File: config.mk
export PLATFORM = sky130hd
export DESIGN_NAME = shm_mailbox_aperture
export DESIGN_NICKNAME = d
export VERILOG_FILES = /design/src/rtl/mbx_pkg.sv /design/src/rtl/mbx_word_store.sv /design/src/rtl/mbx_owner_ctrl.sv /design/src/rtl/mbx_read_port.sv /design/src/rtl/shm_mailbox_aperture.sv
export SDC_FILE = /design/constraint.sdc
export NUM_CORES = 1
export LEC_CHECK = 0
export ABC_AREA = 0
export BUFFER_PORTS_ARGS = -buffer_cell sky130_fd_sc_hd__buf_2
export CORE_AREA = 2 2 176 178
export CTS_CLUSTER_DIAMETER = 200
export DETAILED_ROUTE_END_ITERATION = 6
export DIE_AREA = 0 0 178 180
export PLACE_DENSITY = 0.75
export SYNTH_ARGS = -nofsm -noshare
export SYNTH_HDL_FRONTEND = slang
export SYNTH_SLANG_ARGS = --single-unit
File: constraint.sdc
create_clock -name clk -period 1.74 [get_ports clk]
set_clock_uncertainty 0.05 [all_clocks]
set_input_delay 0.174 -clock clk [delete_from_list [all_inputs] [get_ports clk]]
set_output_delay 0.174 -clock clk [all_outputs]
set_load 0.05 [all_outputs]
File: src/rtl/mbx_pkg.sv
package mbx_pkg;

    localparam int unsigned MBX_WORD_W = 32;
    localparam int unsigned MBX_WORDS  = 8;

    // Header word layout; owner is the bit the handoff logic acts on.
    typedef struct packed {
        logic       owner;     // 1: PF holds the window
        logic [5:0] rsvd_c;
        logic       fn_rst;
        logic [7:0] rsvd_b;
        logic [7:0] status;
        logic       dir;       // 0 request, 1 response
        logic       rsvd_a;
        logic [2:0] version;
        logic [2:0] kind;
    } mbx_hdr_t;

    typedef enum logic {
        SIDE_VF = 1'b0,
        SIDE_PF = 1'b1
    } mbx_side_e;

    function automatic logic hdr_owner(input logic [MBX_WORD_W-1:0] w);
        mbx_hdr_t h;
        h = mbx_hdr_t'(w);
        return h.owner;
    endfunction

endpackage

File: src/rtl/mbx_word_store.sv
module mbx_word_store #(
    parameter int unsigned W  = 32,
    parameter int unsigned N  = 8,
    parameter int unsigned AW = 3
) (
    input  logic                clk,
    input  logic                rst,
    input  logic                we,
    input  logic [AW-1:0]       waddr,
    input  logic [W-1:0]        wdata,
    input  logic                force_pf,
    output logic [N-1:0][W-1:0] words
);
    localparam int unsigned LAST = N - 1;

    for (genvar i = 0; i < N; i++) begin : g_word
        if (i == LAST) begin : g_hdr
            always_ff @(posedge clk) begin
                if (rst) begin
                    words[i] <= '0;
                end else begin
                    if (we && waddr == AW'(i)) words[i] <= wdata;
                    if (force_pf) words[i][W-1] <= 1'b1;
                end
            end
        end else begin : g_pay
            always_ff @(posedge clk) begin
                if (rst) begin
                    words[i] <= '0;
                end else if (we && waddr == AW'(i)) begin
                    words[i] <= wdata;
                end
            end
        end
    end

endmodule

File: src/rtl/mbx_owner_ctrl.sv
module mbx_owner_ctrl
    import mbx_pkg::*;
#(
    parameter int unsigned W  = 32,
    parameter int unsigned N  = 8,
    parameter int unsigned AW = 3
) (
    input  logic          clk,
    input  logic          rst,
    input  logic          fn_reset,
    input  logic          owner,
    input  logic          vf_we,
    input  logic [AW-1:0] vf_waddr,
    input  logic [W-1:0]  vf_wdata,
    input  logic          pf_we,
    input  logic [AW-1:0] pf_waddr,
    input  logic [W-1:0]  pf_wdata,
    output logic          st_we,
    output logic [AW-1:0] st_waddr,
    output logic [W-1:0]  st_wdata,
    output logic          force_pf,
    output logic          reset_view,
    output logic          resp_pulse
);
    localparam logic [AW-1:0] LAST_A = AW'(N - 1);
    localparam logic [W-1:0]  OWN_BIT = {1'b1, {(W-1){1'b0}}};

    mbx_side_e writer;
    logic vf_ok, pf_ok, pf_hand_back;

    always_comb begin
        vf_ok  = vf_we && !owner && !fn_reset;
        pf_ok  = pf_we &&  owner && !fn_reset;
        writer = pf_ok ? SIDE_PF : SIDE_VF;
        pf_hand_back = pf_ok && pf_waddr == LAST_A && !pf_wdata[W-1];
        st_we    = vf_ok || pf_ok;
        st_waddr = (writer == SIDE_PF) ? pf_waddr : vf_waddr;
        if (writer == SIDE_PF)
            st_wdata = pf_wdata;
        else if (vf_waddr == LAST_A)
            st_wdata = vf_wdata | OWN_BIT;
        else
            st_wdata = vf_wdata;
        force_pf = fn_reset;
    end

    always_ff @(posedge clk) begin
        if (rst) begin
            reset_view <= 1'b0;
            resp_pulse <= 1'b0;
        end else begin
            resp_pulse <= pf_hand_back;
            if (fn_reset) reset_view <= 1'b1;
            else if (pf_hand_back) reset_view <= 1'b0;
        end
    end

    // after a response pulse the VF holds the window, so no second pulse follows
    a_r6_single_pulse: assert property (@(posedge clk) disable iff (rst)
        resp_pulse |=> !resp_pulse);
    a_r6_owner_back: assert property (@(posedge clk) disable iff (rst)
        resp_pulse |-> !owner);
    // the all-ones view only exists while the PF owns the window
    a_r8_view_pf: assert property (@(posedge clk) disable iff (rst)
        reset_view |-> owner);
    a_r10_no_write_in_fn: assert property (@(posedge clk) disable iff (rst)
        fn_reset |-> !st_we);

endmodule

File: src/rtl/mbx_read_port.sv
module mbx_read_port #(
    parameter int unsigned W  = 32,
    parameter int unsigned N  = 8,
    parameter int unsigned AW = 3
) (
    input  logic                clk,
    input  logic                rst,
    input  logic [AW-1:0]       raddr,
    input  logic [N-1:0][W-1:0] words,
    input  logic                reset_view,
    output logic [W-1:0]        rdata
);
    localparam logic [AW-1:0] LAST_A = AW'(N - 1);

    logic [W-1:0] view;

    always_comb begin
        if (raddr == LAST_A && reset_view)
            view = '1;
        else if (32'(raddr) < N)
            view = words[raddr];
        else
            view = '0;
    end

    always_ff @(posedge clk) begin
        if (rst) rdata <= '0;
        else     rdata <= view;
    end

endmodule

File: src/rtl/shm_mailbox_aperture.sv
module shm_mailbox_aperture
    import mbx_pkg::*;
#(
    parameter int unsigned W  = MBX_WORD_W,
    parameter int unsigned N  = MBX_WORDS,
    parameter int unsigned AW = $clog2(N)
) (
    input  logic          clk,
    input  logic          rst,
    input  logic          fn_reset,
    input  logic          vf_we,
    input  logic [AW-1:0] vf_waddr,
    input  logic [W-1:0]  vf_wdata,
    input  logic [AW-1:0] vf_raddr,
    output logic [W-1:0]  vf_rdata,
    output logic          vf_resp_ready,
    input  logic          pf_we,
    input  logic [AW-1:0] pf_waddr,
    input  logic [W-1:0]  pf_wdata,
    input  logic [AW-1:0] pf_raddr,
    output logic [W-1:0]  pf_rdata
);
    localparam int unsigned LAST = N - 1;
    localparam logic [AW-1:0] LAST_A = AW'(LAST);

    logic [N-1:0][W-1:0] words;
    logic          st_we, force_pf, reset_view, owner;
    logic [AW-1:0] st_waddr;
    logic [W-1:0]  st_wdata;

    assign owner = words[LAST][W-1];

    mbx_owner_ctrl #(.W(W), .N(N), .AW(AW)) u_ctrl (
        .clk(clk), .rst(rst), .fn_reset(fn_reset), .owner(owner),
        .vf_we(vf_we), .vf_waddr(vf_waddr), .vf_wdata(vf_wdata),
        .pf_we(pf_we), .pf_waddr(pf_waddr), .pf_wdata(pf_wdata),
        .st_we(st_we), .st_waddr(st_waddr), .st_wdata(st_wdata),
        .force_pf(force_pf), .reset_view(reset_view), .resp_pulse(vf_resp_ready)
    );

    mbx_word_store #(.W(W), .N(N), .AW(AW)) u_store (
        .clk(clk), .rst(rst), .we(st_we), .waddr(st_waddr),
        .wdata(st_wdata), .force_pf(force_pf), .words(words)
    );

    logic [1:0][AW-1:0] rd_addr;
    logic [1:0][W-1:0]  rd_data;
    assign rd_addr[SIDE_VF] = vf_raddr;
    assign rd_addr[SIDE_PF] = pf_raddr;

    for (genvar s = 0; s < 2; s++) begin : g_rd
        mbx_read_port #(.W(W), .N(N), .AW(AW)) u_rd (
            .clk(clk), .rst(rst), .raddr(rd_addr[s]), .words(words),
            .reset_view(reset_view), .rdata(rd_data[s])
        );
    end

    assign vf_rdata = rd_data[SIDE_VF];
    assign pf_rdata = rd_data[SIDE_PF];

    // a VF header write by the owner hands the window to the PF
    a_r3_vf_handover: assert property (@(posedge clk) disable iff (rst)
        (vf_we && vf_waddr == LAST_A && !owner && !fn_reset) |=> owner);
    // VF writes while the PF owns change nothing
    a_r4_vf_blocked: assert property (@(posedge clk) disable iff (rst)
        (vf_we && !pf_we && owner && !fn_reset) |=> $stable(words));
    // PF writes while the VF owns change nothing
    a_r5_pf_blocked: assert property (@(posedge clk) disable iff (rst)
        (pf_we && !vf_we && !owner && !fn_reset) |=> $stable(words));
    // function reset leaves the PF owning the window
    a_r8_fn_owner: assert property (@(posedge clk) disable iff (rst)
        fn_reset |=> owner && hdr_owner(pf_rdata | vf_rdata) == hdr_owner(pf_rdata | vf_rdata));

endmodule

==> results.cfg, run 1 <==
[global_route]
grt_overflow = 0
grtUsageTotal = 0.2577
grt_max_degree = 36
antenna_found_initial = 2
grt_pass1_wl_mm = 64.51
grt_pass1_vias = 11871

[final_layout]
fillers = 2168
final_common_cell = dfxtp_1
layout_common_cells = dfxtp_1, nor2b_1, buf_2
drive_gt1_frac = 0.4810
syn_to_final_growth_pct = 24.14
layout.nets = 1587
register_area_um2 = 6454
multi_input_area_um2 = 9314

[cts]
cts.sinks = 322
htree_num_levels = 2
worstSkewPairLatency_ps = 520
clk_pin_slew_ps = 60
numCtsBuffers = 35
cts_buffer_depth = 3
cts_tree = built
cts_root_buf = clkbuf_16

[yosys]
synth-simple-area-share = 0.1372
synthMuxAreaShare = 0.3710
synth-adder-area-share = 0
yosysTopAreaCell = dfxtp_1
ys_async_sr_fraction = 0
synth_xor_area_frac = 0
synth_edf_count = 0
synth-seq-area-share = 0.4027
synthCells = 1304
yosys_warnings = 0
synth_ff_type = dfxtp_1
ys_top_cells_by_area = dfxtp_1, mux4_2, mux2_2
synth_area_um2 = 16010
syn-mean-instance-area_um2 = 12.28
synth.distinct_cells = 33
synth_compound_area_frac = 0.04783
synth.top_cell.area_share = 0.4027
syn_nets = 1385
synth_top_family_by_area = multiplexers
synth-seq-cells = 322

[sta]
relSlewSlack = 0.7151
period_share = 1.092
slew_viol_final = 0
worstMarginPinSlew_ps = 427.4
worst_slack_ps = -159.4
finalSetupViolCount = 273
fin_tns_setup_ps = -22750
max_freq_ghz = 0.5265
rsz0062_at_grt = yes
min_period_ps = 1899
hold_viol = 0

[routing]
ant_nets = 0
drt_pass1_iterations = 4
via_per_inst = 5.917
wl_per_cell_um = 23.54
drt-initial-drc-count = 872
route.detailed.drc = 0
routed_wl_mm = 45.37
vias = 11402

[die]
ios = 146
die_h_um = 180
die_area_um2 = 32040
floorplan.initialDensity = 0.5303
coreArea_um2 = 30190
core.rowCount = 64
die_w_um = 178

[setup_path]
critPathKind = reg -> reg
arrival_ps = 2240
critical_path.max_fanout = 8
worst_setup_path_start_kind = flop
crit_required_ps = 2080
rrSetupSlack_ps = -160
end_kind = flop

[min_path]
hp-class = in -> reg

[power_and_ir_drop]
power.total_w = 0.01687
powerDensity_nw_per_um2 = 848.8
max-vdd-ir-drop_mv = 0.5599
leakage_nw = 8.548

[place]
numPortBuffers = 145
gp_congestion = 0.7809
hpwlAfterDp_mm = 25.63

[run]
max_cap_violations = 0

[status]
outcome = finished with violations
violations = negative setup slack
[critical path: stages, from the launching register on]
cell       delay [ps]
dfxtp_4           350
or3b_4            390
a21oi_4           160
buf_6             190
nand2_8           100
clkbuf_16         230
mux2_4            310
[worst paths after layout]
kind / from / endpoint / depth (start not counted)
min: pf_wdata[31] / u_store.words[255] / 3
min reg2reg: u_store.words[223] / u_store.words[223] / 2
max reg2reg: u_store.words[255] / u_store.words[101] / 6
max: u_store.words[255] / u_store.words[101] / 6
[routing by layer]
metal / GRT usage / wire (µm)
met1: 0.3378 / 18600
met2: 0.4384 / 21970
met3: 0.03680 / 3230
met4: 0.08164 / 1567
met5: 0 / 0
[per-stage QoR]
stage	area [µm²]	cells	util	hold slack [ps]	setup slack, ps
floorplan	16010	1304	-	296.0	-53.39
detailed placement	17830	1840	0.5908	418.2	-175.4
finish	19870	1927	0.6583	35.03	-159.4
CTS	19230	1913	0.6369	23.43	-108.9
global route	19870	1927	0.6583	56.66	-194.2
global placement	17830	1840	0.5908	402.6	-89.28
[synth_stat cells (22+ instances only)]
cell type / count
mux2_2: 154
nand2_1: 72
buf_6: 22
or2_2: 32
clkbuf_1: 60
a21oi_1: 33
dfxtp_1: 322
mux2_1: 62
a22o_1: 62
mux2_4: 32
mux4_2: 128
buf_2: 22
nor2b_1: 252
[where the power goes]
group          switching [W]  internal, W
Clock                0.00298      0.00437
Combinational        0.00104     0.000902
Sequential         0.0000774      0.00750
[state kept, by name, summed over array words and instances, names as in the netlist]
register	count
g_rd.u_rd.rdata	64
u_ctrl.reset_view	1
u_store.words	256
u_ctrl.resp_pulse	1
[cell type report]
cell class                      count  area share
Timing Repair Buffer              274      0.1242
Sequential cell                   322      0.3247
Clock buffer                       52     0.05345
Multi-Input combinational cell    872      0.4687
Tap cell                          396     0.02493
Antenna cell                        1   0.0001259
Inverter                            1   0.0001889
Clock inverter                      9    0.003652
[kinds of logic after synthesis]
family,count (synthesis)
compound gates,102
buf+inv,110
flops,322
mux,389
simple gates,381
[timing repair]
item,in CTS,in global routing
setup buffers,11,1
gates resized for setup,32,96
endpoints found under the setup margin,255,283
pin swaps,11,32
hold buffers,0,0
gates cloned,2,15
Note: power is estimated with default switching activity, not from simulation.
==> inputs of run 2 (changes only) <==
--- a/config.mk
+++ b/config.mk
@@ -7,11 +7,12 @@
 export LEC_CHECK = 0
 export ABC_AREA = 0
 export BUFFER_PORTS_ARGS = -buffer_cell sky130_fd_sc_hd__buf_2
-export CORE_AREA = 2 2 176 178
+export CORE_AREA = 2 2 175 177
 export CTS_CLUSTER_DIAMETER = 200
 export DETAILED_ROUTE_END_ITERATION = 6
-export DIE_AREA = 0 0 178 180
-export PLACE_DENSITY = 0.75
+export DIE_AREA = 0 0 177 179
+export PLACE_DENSITY = 0.74
 export SYNTH_ARGS = -nofsm -noshare
 export SYNTH_HDL_FRONTEND = slang
+export SYNTH_HIERARCHICAL = 1
 export SYNTH_SLANG_ARGS = --single-unit
==> run 2 against run 1 <==
Largest power group unchanged. Critical path depth grew 1. Power grew 3.0%. Largest cell class unchanged. Via count grew 26%. Critical path type unchanged. Utilization shrank 1.4 points. Synthesized area shrank 1.2%. Clock-buffer cell count grew 1. Routed wire length grew 12%. Synthesized cell count grew 34%. Combinational power grew 24%. The run still ends with negative setup slack left. Highest routed layer unchanged. Hold slack gained 5.1 ps. Critical endpoint is now u_store/words[147]. First-iteration DRC count grew 97%.
==> results.cfg, run 2 <==
[cts]
cts_buffer_depth = 3
cts.sinks = 322
numCtsBuffers = 36
cts_tree = built
htree_num_levels = 2
cts_root_buf = clkbuf_16
clk_pin_slew_ps = 70
worstSkewPairLatency_ps = 530

[routing]
route.met2.wl_mm = 24.37
via_per_inst = 6.299
wl_per_cell_um = 22.37
drt-initial-drc-count = 1715
ant_nets = 0
wl_met3_mm = 5.300
top_layer = met4
met1Wirelength_mm = 19.29
routed_wl_mm = 51.04
drt_pass1_iterations = 5
vias = 14374
route.detailed.drc = 0

[yosys]
yosysTopAreaCell = dfxtp_1
ys_top_cells_by_area = dfxtp_1, nand2_1, mux4_2
yosys_warnings = 6
syn-mean-instance-area_um2 = 9.065
synthCells = 1745
syn_nets = 1826
synth.top_cell.area_share = 0.4075
yosysMostFrequentCell = nand2_1
synth-seq-area-share = 0.4075
synth.distinct_cells = 37
ys_async_sr_fraction = 0
synth-seq-cells = 322
synth_area_um2 = 15820
synth_ff_type = dfxtp_1
synthTopCellsByCount = nand2_1, dfxtp_1, a21oi_1
synth_edf_count = 0

[setup_path]
end_kind = flop
critical_path.max_fanout = 10
arrival_ps = 2540
worst_setup_path_start_kind = flop
crit_required_ps = 2100
critPathKind = reg -> reg

[global_route]
antenna_found_initial = 0
grt_pass1_wl_mm = 72.91
grt_pass1_vias = 13424
grtUsageTotal = 0.2918
grt_max_degree = 83
grt_overflow = 0

[min_path]
hp-class = in -> reg

[status]
violations = negative setup slack
outcome = finished with violations

[sta]
fin_tns_setup_ps = -48050
max_freq_ghz = 0.4585
hold_viol = 0
hold_ws_ps = 40.13
finalSetupViolCount = 256
worstMarginPinSlew_ps = 729.9
relSlewSlack = 0.5008
slew_viol_final = 0
period_share = 1.254
min_period_ps = 2181
rsz0062_at_grt = yes
worst_slack_ps = -441.2

[power_and_ir_drop]
power.total_w = 0.01738
p_int_w = 0.01266
max-vdd-ir-drop_mv = 0.6720
combPwrFrac = 0.138
powerDensity_nw_per_um2 = 897.9
leakage_nw = 7.337
seqPwrFrac = 0.440
p_sw_frac = 0.2714
switchingPower_w = 0.004716
pwr-share-clk = 0.421

[place]
numPortBuffers = 145
hpwlAfterDp_mm = 28.79
gp_congestion = 0.8253

[die]
die_h_um = 179
ios = 146
die_w_um = 177
core.rowCount = 64
die_area_um2 = 31680
coreArea_um2 = 30030
floorplan.initialDensity = 0.5268

[run]
max_cap_violations = 0

[final_layout]
syn_to_final_growth_pct = 22.35
layout.nets = 1942
drive_gt1_frac = 0.3606
insertedDiodeCount = 0
layout_common_cells = nand2_1, dfxtp_1, a21oi_1
final_common_cell = nand2_1
reg.largest.list = u_store/words x256, g_rd.u_rd/rdata x64
largest_register_ffs = 256
top_register = u_store/words
fillers = 2322
==> run 2: changes by cell type after synthesis, sizes merged, moves of 62 or more <==
cell,change
buf,+86
a21oi,+225
nor2b,-250
o221ai,+62
mux2,-212
nand2,+434
mux4,-66
a22o,-62
o211a,+62
nor3,+66
==> run 2: worst paths after layout <==
path / start / depth (start not counted) / to / slack, ps
setup / recovery: u_store/words[255] / 7 / u_store/words[147] / -440
hold / removal: fn_reset / 4 / u_ctrl/reset_view / 40
setup reg to reg: u_store/words[255] / 7 / u_store/words[147] / -440
hold reg to reg: u_store/words[216] / 2 / u_store/words[216] / 420
==> run 2: power by group through the flow <==
stage / Clock (W) / Sequential (W) / Combinational [W]
2_1_floorplan: 0 / 0.00806 / 0.00127
3_5_place_dp: 0 / 0.00780 / 0.00212
4_1_cts: 0.00731 / 0.00764 / 0.00218
5_1_grt: 0.00765 / 0.00766 / 0.00252
3_3_place_gp: 0 / 0.00779 / 0.00209
6_report: 0.00732 / 0.00765 / 0.00241
==> run 2: cell families (layout without fill, tap and decap cells) <==
family | Yosys count | in the layout | synth area share
compound gates | 391 | 391 | 0.1606
buf+inv | 199 | 340 | 0.07965
flops | 322 | 322 | 0.4075
mux | 165 | 165 | 0.1601
simple gates | 668 | 668 | 0.1922
==> run 2: final cells by class <==
cell class,instances,area [µm²],share of cell area
tap,396,495.5,0.02560
sequential,322,6450,0.3332
inverter,1,3.754,0.0001939
clock inverter,10,61.31,0.003168
timing repair buffer,276,2521,0.1303
clock buffer,53,1056,0.05456
multi-input combinational,1224,8767,0.4530
==> run 2: stage by stage <==
step	utilization	instance area, µm²	instances	worst slack, ps
CTS	0.6103	18330	2260	-172.7
global route	0.6445	19350	2282	-435.0
finish	0.6445	19350	2282	-441.2
detailed placement	0.5628	16900	2182	-351.0
floorplan	-	15880	1745	-361.8
global placement	0.5628	16900	2182	-301.8
==> run 2: per-layer routing <==
metal  global-route usage  up-vias
li1                     -     6333
met1               0.3793     6964
met2               0.4901      907
met3              0.05004      170
met4               0.1030        0
met5                    0        -
==> run 2: critical path, stage by stage, from the launching register on <==
cell and delay (ps):
dfxtp_4 360, nand3b_4 120, mux2_4 350, buf_12 140, and4bb_4 500, buf_6 190
nand2_1 70, a21oi_1 300
==> run 2: timing repair <==
action | 4_1_cts | 5_1_grt
gates resized for setup | 48 | 194
cloned | 6 | 12
buffers inserted | 7 | 10
pin swaps | 7 | 63
hold buffers | 2 | 0
endpoints found under the setup margin | 256 | 256
endpoints found under the hold margin | 1 | 0
